`config.mk`:
```
export PLATFORM = sky130hd
export DESIGN_NAME = tnc_status_irq
export DESIGN_NICKNAME = d
export VERILOG_FILES = /design/src/rtl/tnc_status_pkg.sv /design/src/rtl/tnc_flag_cell.sv /design/src/rtl/tnc_idle_timer.sv /design/src/rtl/tnc_irq_gen.sv /design/src/rtl/tnc_status_irq.sv
export SDC_FILE = /design/constraint.sdc
export NUM_CORES = 1
export LEC_CHECK = 0
export BUFFER_PORTS_ARGS = -buffer_cell sky130_fd_sc_hd__buf_2
export CAP_MARGIN = 20
export CORE_MARGIN = 10
export CORE_UTILIZATION = 41
export CTS_CLUSTER_DIAMETER = 100
export DETAILED_ROUTE_END_ITERATION = 8
export PLACE_DENSITY = 0.73
export SETUP_SLACK_MARGIN = 0.3
export SLEW_MARGIN = 30
export SYNTH_ARGS = -nofsm -noshare
export SYNTH_HDL_FRONTEND = slang
export SYNTH_SLANG_ARGS = --single-unit
export TNS_END_PERCENT = 30
```
`constraint.sdc`:
```
create_clock -name clk_i -period 1.7 [get_ports clk_i]
set_clock_uncertainty 0.2 [all_clocks]
set_input_delay 0.17 -clock clk_i [delete_from_list [all_inputs] [get_ports clk_i]]
set_output_delay 0.17 -clock clk_i [all_outputs]
set_load 0.02 [all_outputs]
```
`src/rtl/tnc_status_pkg.sv`:
```
package tnc_status_pkg;
   localparam int unsigned STATUS_W = 8;
   localparam int unsigned BIT_RI    = 7;
   localparam int unsigned BIT_POR   = 4;
   localparam int unsigned BIT_TEST  = 3;
   localparam int unsigned BIT_RECON = 2;
   localparam int unsigned BIT_TMA   = 1;
   localparam int unsigned BIT_TA    = 0;
   localparam logic [STATUS_W-1:0] IRQ_SOURCES =
      STATUS_W'((1 << BIT_RI) | (1 << BIT_RECON) | (1 << BIT_TA));
   localparam logic [STATUS_W-1:0] RESET_STATUS =
      STATUS_W'((1 << BIT_RI) | (1 << BIT_POR) | (1 << BIT_TA));
endpackage

```
`src/rtl/tnc_flag_cell.sv`:
```
module tnc_flag_cell #(
   parameter bit RST_VAL  = 1'b0,
   parameter bit SET_WINS = 1'b1
) (
   input  logic clk_i,
   input  logic rst_ni,
   input  logic set_i,
   input  logic clr_i,
   output logic q_o
);
   generate
      if (SET_WINS) begin : g_set_first
         always_ff @(posedge clk_i or negedge rst_ni) begin
            if (!rst_ni)    q_o <= RST_VAL;
            else if (set_i) q_o <= 1'b1;
            else if (clr_i) q_o <= 1'b0;
         end
      end else begin : g_clr_first
         always_ff @(posedge clk_i or negedge rst_ni) begin
            if (!rst_ni)    q_o <= RST_VAL;
            else if (clr_i) q_o <= 1'b0;
            else if (set_i) q_o <= 1'b1;
         end
      end
   endgenerate
endmodule

```
`src/rtl/tnc_idle_timer.sv`:
```
module tnc_idle_timer #(
   parameter int unsigned SYNC_STAGES = 2,
   parameter int unsigned IDLE_CYC    = 820
) (
   input  logic clk_i,
   input  logic rst_ni,
   input  logic line_i,
   output logic expire_o
);
   localparam int unsigned CNT_W = (IDLE_CYC > 1) ? $clog2(IDLE_CYC) : 1;
   localparam logic [CNT_W-1:0] LAST = CNT_W'(IDLE_CYC - 1);

   generate
      if (SYNC_STAGES < 2) begin : g_bad_sync
         $error("tnc_idle_timer: SYNC_STAGES must be at least 2");
      end
      if (IDLE_CYC < 2) begin : g_bad_idle
         $error("tnc_idle_timer: IDLE_CYC must be at least 2");
      end
   endgenerate

   logic [SYNC_STAGES:0] shift_q;
   logic [CNT_W-1:0]     cnt_q;
   logic                 toggled;

   always_ff @(posedge clk_i or negedge rst_ni) begin
      if (!rst_ni) shift_q <= '0;
      else         shift_q <= {shift_q[SYNC_STAGES-1:0], line_i};
   end

   assign toggled  = shift_q[SYNC_STAGES-1] ^ shift_q[SYNC_STAGES];
   assign expire_o = !toggled && (cnt_q == LAST);

   always_ff @(posedge clk_i or negedge rst_ni) begin
      if (!rst_ni)                  cnt_q <= '0;
      else if (toggled || expire_o) cnt_q <= '0;
      else                          cnt_q <= cnt_q + CNT_W'(1);
   end
endmodule

```
`src/rtl/tnc_irq_gen.sv`:
```
module tnc_irq_gen
   import tnc_status_pkg::*;
(
   input  logic [STATUS_W-1:0] status_i,
   input  logic [STATUS_W-1:0] mask_i,
   output logic                irq_o
);
   logic [STATUS_W-1:0] hit;
   generate
      for (genvar i = 0; i < STATUS_W; i++) begin : g_bit
         if (IRQ_SOURCES[i]) begin : g_src
            assign hit[i] = status_i[i] & mask_i[i];
         end else begin : g_none
            assign hit[i] = 1'b0;
         end
      end
   endgenerate
   assign irq_o = |hit;
endmodule

```
`src/rtl/tnc_status_irq.sv`:
```
module tnc_status_irq
   import tnc_status_pkg::*;
#(
   parameter int unsigned CLK_HZ      = 20_000_000,
   parameter int unsigned IDLE_NS     = 41_000,
   parameter int unsigned SYNC_STAGES = 2,
   parameter bit          SET_WINS    = 1'b1
) (
   input  logic                clk_i,
   input  logic                rst_ni,
   input  logic                rx_line_i,
   input  logic                rx_stored_i,
   input  logic                rx_for_me_i,
   input  logic                tx_done_i,
   input  logic                tx_acked_i,
   input  logic                tx_bcast_i,
   input  logic                token_rx_i,
   input  logic                cmd_en_rx_i,
   input  logic                cmd_en_tx_i,
   input  logic                cmd_dis_tx_i,
   input  logic                cmd_clr_flags_i,
   input  logic                sw_reset_i,
   input  logic                nodeid_wr_i,
   input  logic [7:0]          nodeid_data_i,
   input  logic                mask_wr_i,
   input  logic [7:0]          mask_data_i,
   output logic [STATUS_W-1:0] status_o,
   output logic                nak_req_o,
   output logic                irq_o
);
   localparam longint unsigned IDLE_L =
      (longint'(CLK_HZ) * longint'(IDLE_NS)) / 64'd1_000_000_000;
   localparam int unsigned IDLE_CYC = int'(IDLE_L);

   generate
      if (STATUS_W != 8) begin : g_bad_width
         $error("tnc_status_irq: status word must be 8 bits");
      end
   endgenerate

   logic ri_q, por_q, recon_q, tma_q, ta_q;
   logic por_set, ta_clr, idle_expire, tx_arm_q;
   logic [STATUS_W-1:0] mask_q;

   assign por_set = sw_reset_i | (nodeid_wr_i && (nodeid_data_i == 8'h00));
   assign ta_clr  = token_rx_i & tx_arm_q;

   tnc_idle_timer #(.SYNC_STAGES(SYNC_STAGES), .IDLE_CYC(IDLE_CYC)) u_idle (
      .clk_i(clk_i), .rst_ni(rst_ni), .line_i(rx_line_i), .expire_o(idle_expire));

   tnc_flag_cell #(.RST_VAL(1'b1), .SET_WINS(SET_WINS)) u_ri (
      .clk_i(clk_i), .rst_ni(rst_ni), .set_i(rx_stored_i),
      .clr_i(cmd_en_rx_i), .q_o(ri_q));
   tnc_flag_cell #(.RST_VAL(1'b1), .SET_WINS(SET_WINS)) u_por (
      .clk_i(clk_i), .rst_ni(rst_ni), .set_i(por_set),
      .clr_i(cmd_clr_flags_i), .q_o(por_q));
   tnc_flag_cell #(.RST_VAL(1'b0), .SET_WINS(SET_WINS)) u_recon (
      .clk_i(clk_i), .rst_ni(rst_ni), .set_i(idle_expire),
      .clr_i(cmd_clr_flags_i), .q_o(recon_q));
   tnc_flag_cell #(.RST_VAL(1'b0), .SET_WINS(SET_WINS)) u_tma (
      .clk_i(clk_i), .rst_ni(rst_ni), .set_i(tx_acked_i & ~tx_bcast_i),
      .clr_i(cmd_en_tx_i), .q_o(tma_q));
   tnc_flag_cell #(.RST_VAL(1'b1), .SET_WINS(SET_WINS)) u_ta (
      .clk_i(clk_i), .rst_ni(rst_ni), .set_i(tx_done_i | cmd_dis_tx_i),
      .clr_i(ta_clr), .q_o(ta_q));

   always_ff @(posedge clk_i or negedge rst_ni) begin
      if (!rst_ni)                    tx_arm_q <= 1'b0;
      else if (cmd_en_tx_i)           tx_arm_q <= 1'b1;
      else if (ta_clr | cmd_dis_tx_i) tx_arm_q <= 1'b0;
   end

   always_ff @(posedge clk_i or negedge rst_ni) begin
      if (!rst_ni)        mask_q <= '0;
      else if (mask_wr_i) mask_q <= mask_data_i;
   end

   always_comb begin
      status_o            = '0;
      status_o[BIT_RI]    = ri_q;
      status_o[BIT_POR]   = por_q;
      status_o[BIT_TEST]  = 1'b0;
      status_o[BIT_RECON] = recon_q;
      status_o[BIT_TMA]   = tma_q;
      status_o[BIT_TA]    = ta_q;
   end

   assign nak_req_o = rx_for_me_i & ri_q;

   tnc_irq_gen u_irq (.status_i(status_o), .mask_i(mask_q), .irq_o(irq_o));
endmodule

```
---- After elaboration in Yosys (flattened, before gate mapping) ----
Index checks and enable logic that the tools add are counted.
word-level totals
  bits in registers ....................... 27
  latch bits .............................. 0
  memory bits (writable) .................. 0
  bits in read-only memories .............. 0
  bits of input ports ..................... 32
  output and inout bits ................... 10
  memories ................................ 0
cells by class
  $add $sub $neg .......................... 1
  $mul .................................... 0
  divide/modulo/power cells ............... 0
  order comparisons ....................... 0
  equal/unequal tests ..................... 1
  shifts and indexed selects .............. 0
  muxes and demuxes ....................... 12
  bitwise operators ....................... 11
  reductions and logical operators ........ 12
operator list
  cell                                                             number
  2-bit nonzero test                                               6
  1-bit two-way mux                                                11
  10-bit by 1-bit adder with 10-bit output, second input constant  1
  10-bit equality test, second input constant                      1
  10-bit two-way mux                                               1
  8-bit logical NOT                                                1
  1-bit AND                                                        6
  1-bit bitwise OR                                                 3
  3-bit OR reduction                                               1
  1-bit logical AND                                                2
  1-bit logical NOT                                                1
  1-bit logical OR                                                 1
  1-bit inverter                                                   1
  1-bit XOR                                                        1

---- Longest topological paths before layout ----
  word-level depth ........................ 5
  depth in mapped cells ................... 4
  gate-level depth less buffers ........... 4

---- By module ----
From an unflattened synthesis, not the netlist that was laid out.
second synthesis, totals
  cell total of the unflattened synthesis .. 106
  area total of the unflattened synthesis .. 1241.2 um2
by module, submodules not included
  module                        times used  cells an instance  area each (um2)  seq. area each (um2)
  tnc_idle_timer                1           52                 590.6            325.3
  tnc_status_irq                1           37                 451.7            225.2
  tnc_flag_cell at u_por ...    3           3                  37.5             26.3
  tnc_flag_cell at u_recon ...  2           3                  36.3             25.0
  tnc_irq_gen                   1           2                  13.8             0.0

---- Worst setup path before layout ----
Ideal clock, no wire load.
  path kind ............................... register -> register
  from .................................... register u_idle.cnt_q[0]
  to ...................................... register u_idle.cnt_q[2]
  library setup time ...................... 0.135 ns
  arrival time ............................ 1.348 ns
  data required time ...................... 1.365 ns
  path slack .............................. 0.017 ns
  stages on the path, launching flop included .. 5
  buffers on the path ..................... 0
  clock period less this slack ............ 1.683 ns
  cell sequence ........................... dfrtp_1 -> ha_1 -> or3b_4 -> o31ai_4 -> nor2_1
on the way
  word-level cells in the longest chain between the ends .. 4
ends and longest elaborated chain
  item                                                                              line                  source
  start, declared                                                                   tnc_idle_timer.sv:23  logic [CNT_W-1:0] cnt_q;
  start signal, assigned                                                            tnc_idle_timer.sv:37  else cnt_q <= cnt_q + CNT_W'(1);
  branches (longest 3 deep; another with 10-bit by 1-bit adder with 10-bit output)  --
  10-bit two-way mux *                                                              tnc_idle_timer.sv:36  else if (toggled || expire_o) cnt_q <= '0;
Every way passes the cells marked *.
A chain may end at the register's enable or synchronous reset.

---- Final worst setup path ----
  from .................................... register u_idle.cnt_q[0]
  to ...................................... register u_idle.cnt_q[9]
Same word-level chain as after synthesis.

==> qor.csv <==
stage,metric,value,unit
status,status,"finished, violations left",
status,failing checks,hold timing,
clocking,total CTS buffers,3,
die,io pins,42,
drt,vias,865,
clocking,Sink Count,22,
final_layout,"Area growth, synth to finish",51.4,%
synth,number of synthesized flops with an enable pin,0,
die,Initial Util,44.1,%
synth,compound-gate portion of the synthesized area,13.6,%
die,die height,69.5,um
place,placed cells,152,
global_routing,vias in the first global route,908,
synth,Post-Synth Simple-Gate Area,13.7,%
worst_setup_path,Crit. End Element,flop,
synth,Seq cells post-synth,22,
power_and_ir_drop,total power,1080,uW
worst_setup_path,startpoint class of the critical path,flop,
synth,ys async rst share,100,%
hold_path,HP Class,in2reg,
die,site row count,17,
worst_setup_path,worst path cell trace,ha_2 -> or3b_4 -> o31ai_4 -> buf_6 -> a21oi_1,
synth,post-synthesis cell type count,31,
drt,vias per cell,4.86,
drt,Initial DRT Pass Iterations,6,
timing,RSZ-0062 raised after global routing,true,
place,Post-DP HPWL,1.66,mm
timing,Finish-stage setup viols,0,
synth,Avg Inst Size Synth,11.1,um2
clocking,Post-CTS Setup Bufs,0,
run,total of max-cap violations,0,
timing,minimum clock period,1.69,ns
worst_setup_path,Worst EP arrival,1.67,ns
synth,Post-Syn Area,0.00100,mm2
drt,initial DRC count,19,
timing,WHS,-0.0177,ns
clocking,CTS tree,yes,
synth,sequential area share after synthesis,55.2,%
synth,Synth Flop Type,dfrtp_1,
place,GP Congestion,0.739,
worst_setup_path,cell family contributing the most delay on the critical path,simple AND/OR/NAND/NOR gates,
clocking,hold_buf cts,22,
final_layout,post-route non-filler standard cell count,178,
worst_setup_path,worst setup path class,reg2reg,
drt,Residual DRC,0,
worst_setup_path,slowest CP cell,or3b_4,
final_layout,Fillers,158,
worst_setup_path,crit-path max cell delay,0.39,ns
timing,fin crit share,99.2,%
final_layout,ANT cells,0,
die,die width,69.5,um
worst_setup_path,CP required,1.69,ns
power_and_ir_drop,PD cells,711,mW/mm2
global_routing,largest net degree at the start of global routing,23,
clocking,Worst-path clk slew,0.12,ns
final_layout,layout cells sized above 1,40.0,%
synth,post-synthesis cell type with the largest combined area,dfrtp_1,
global_routing,total track usage,10.2,%
synth,largest family of logic cells by synthesized area,simple AND/OR/NAND/NOR gates,
drt,Routed Antenna Nets,0,
die,Placeable Area,0.00228,mm2
synth,XOR/XNOR Fraction of Synth Area,3.49,%
die,die area,0.00483,mm2
clocking,clock root buffer,clkbuf_4,
power_and_ir_drop,Pleak,0.000704,uW
synth,"top cells by area, synth","dfrtp_1 (47%), dfstp_2 (7.9%), buf_4 (6.0%), mux2_2 (3.4%), a21oi_1 (3.0%)",
place,Buffers on Ports,33,
synth,post-synth top area share,47.4,%
worst_setup_path,CP bufs+invs,1,
timing,"Slew Viols, Final",0,
global_routing,first-pass GRT wire length,4.21,mm
place,pre-CTS setup slack,0.0410,ns
timing,Final Hold Vio Count,1,
synth,post-synthesis adder-cell area fraction,1.25,%
synth,Syn Inst Count,90,
drt,final WL,2.63,mm
global_routing,GR Overflow Total,0,
synth,mux cell area share after synthesis,3.37,%
clocking,clk buf depth,2,
final_layout,nets@finish,184,
worst_setup_path,CP max FO,6,
drt,WL per Instance,14.8,um
power_and_ir_drop,VDD IR max,0.000562,V
timing,slack of the critical path,0.0137,ns
timing,FMAX,593,MHz
synth,Ys Warns,0,
clocking,H-tree depth,1,
global_routing,initial antenna violation count,0,
clocking,worst skew pair latency,0.29,ns
-- kinds of logic after synthesis --
logic type	after synthesis
AND/OR/NAND/NOR	24
flip-flops	22
adder cells (fa/ha/maj)	1
other	1
AO/OA/AOI/OAI	19
buffers and inverters	16
XOR/XNOR	4
multiplexers	3
-- power by group --
group          total, uW  internal, uW  switching, uW
sequential           577           557           19.9
clock                279           130            149
combinational        223           125           98.0
-- cells in the final DEF, fill, tap and decap left out, drive strengths merged, types with 2 or more instances in the layout --
cell type and count:
nand4 2, mux2 3, dfrtp 19, a21o 2
xnor2 3, conb 3, clkbuf 4, a21oi 6
nand3 3, nand2 2, dlygate4sd3 21, inv 8
buf 40, nor2 6, or3 4, o21ai 4
dfstp 3, o31ai 2
-- cells in the mapped netlist (2+ instances only) --
cell type  count
nand2_1        2
o21ai_0        4
buf_4          8
mux2_2         3
inv_1          8
nand4_1        2
dfstp_2        3
or3_1          4
xnor2_1        3
dfrtp_1       19
a21o_1         2
nor2_1         6
a21oi_1        6
nand3_1        3
-- registers in the layout, indices dropped and copies added, names as in the netlist --
signal,flops
u_ta.q_o,1
u_recon.q_o,1
tx_arm_q,1
u_idle.shift_q,3
u_ri.q_o,1
u_tma.q_o,1
u_por.q_o,1
u_idle.cnt_q,10
mask_q,3
-- per-stage QoR --
stage          hold WS, ns  setup TNS, ns  util, %  instance area (um2)
2_1_floorplan       -0.326              0        -                 1010
3_3_place_gp       -0.0461              0     53.0                 1210
3_5_place_dp       -0.0430              0     53.0                 1210
4_1_cts            -0.0907              0     64.3                 1460
5_1_grt           -0.00559         -0.502     66.7                 1520
6_report           -0.0177              0     66.7                 1520
-- layer usage --
layer,up-vias,share of wire (%),wire [um],GRT usage (%)
li1,429,-,-,-
met1,401,42,1110,11.6
met2,31,50,1320,17.3
met3,4,6.5,170,3.28
met4,0,1.1,28,3.33
met5,-,0,0,0
-- path summary, 6_finish.rpt --
path,startpoint,to,slack [ns],depth (start not counted)
worst min register to register,u_idle.shift_q[0],u_idle.shift_q[1],0.16,0
worst max register to register,u_idle.cnt_q[0],u_idle.cnt_q[9],0.01,5
min in group asynchronous,rst_ni,u_idle.cnt_q[8],0.16,2
max in group asynchronous,rst_ni,u_por.q_o,0.79,2
worst max-delay path,u_idle.cnt_q[0],u_idle.cnt_q[9],0.01,5
worst min-delay path,nodeid_data_i[5],u_por.q_o,-0.02,4
-- worst reg2reg max path: stages (launching register included) --
cell	delay, ns
dfrtp_1	0.37
ha_2	0.18
or3b_4	0.39
o31ai_4	0.22
buf_6	0.17
a21oi_1	0.04
-- area by class of cell --
cell class / count / area, um2 / area share (%)
multi-input cells: 54 / 404 / 26.6
clock buffers: 4 / 36.3 / 2.39
inverters: 8 / 30.0 / 1.98
well taps: 28 / 35.0 / 2.31
flip-flops and latches: 22 / 554 / 36.5
repair buffers: 62 / 459 / 30.2
-- timing repair --
action | in CTS | in global routing
hold endpoints to repair | 32 | 1
setup endpoints to repair | 15 | 17
gates resized for setup | 0 | 15
pin swaps | 0 | 6
(Power assumes the default switching activity.)
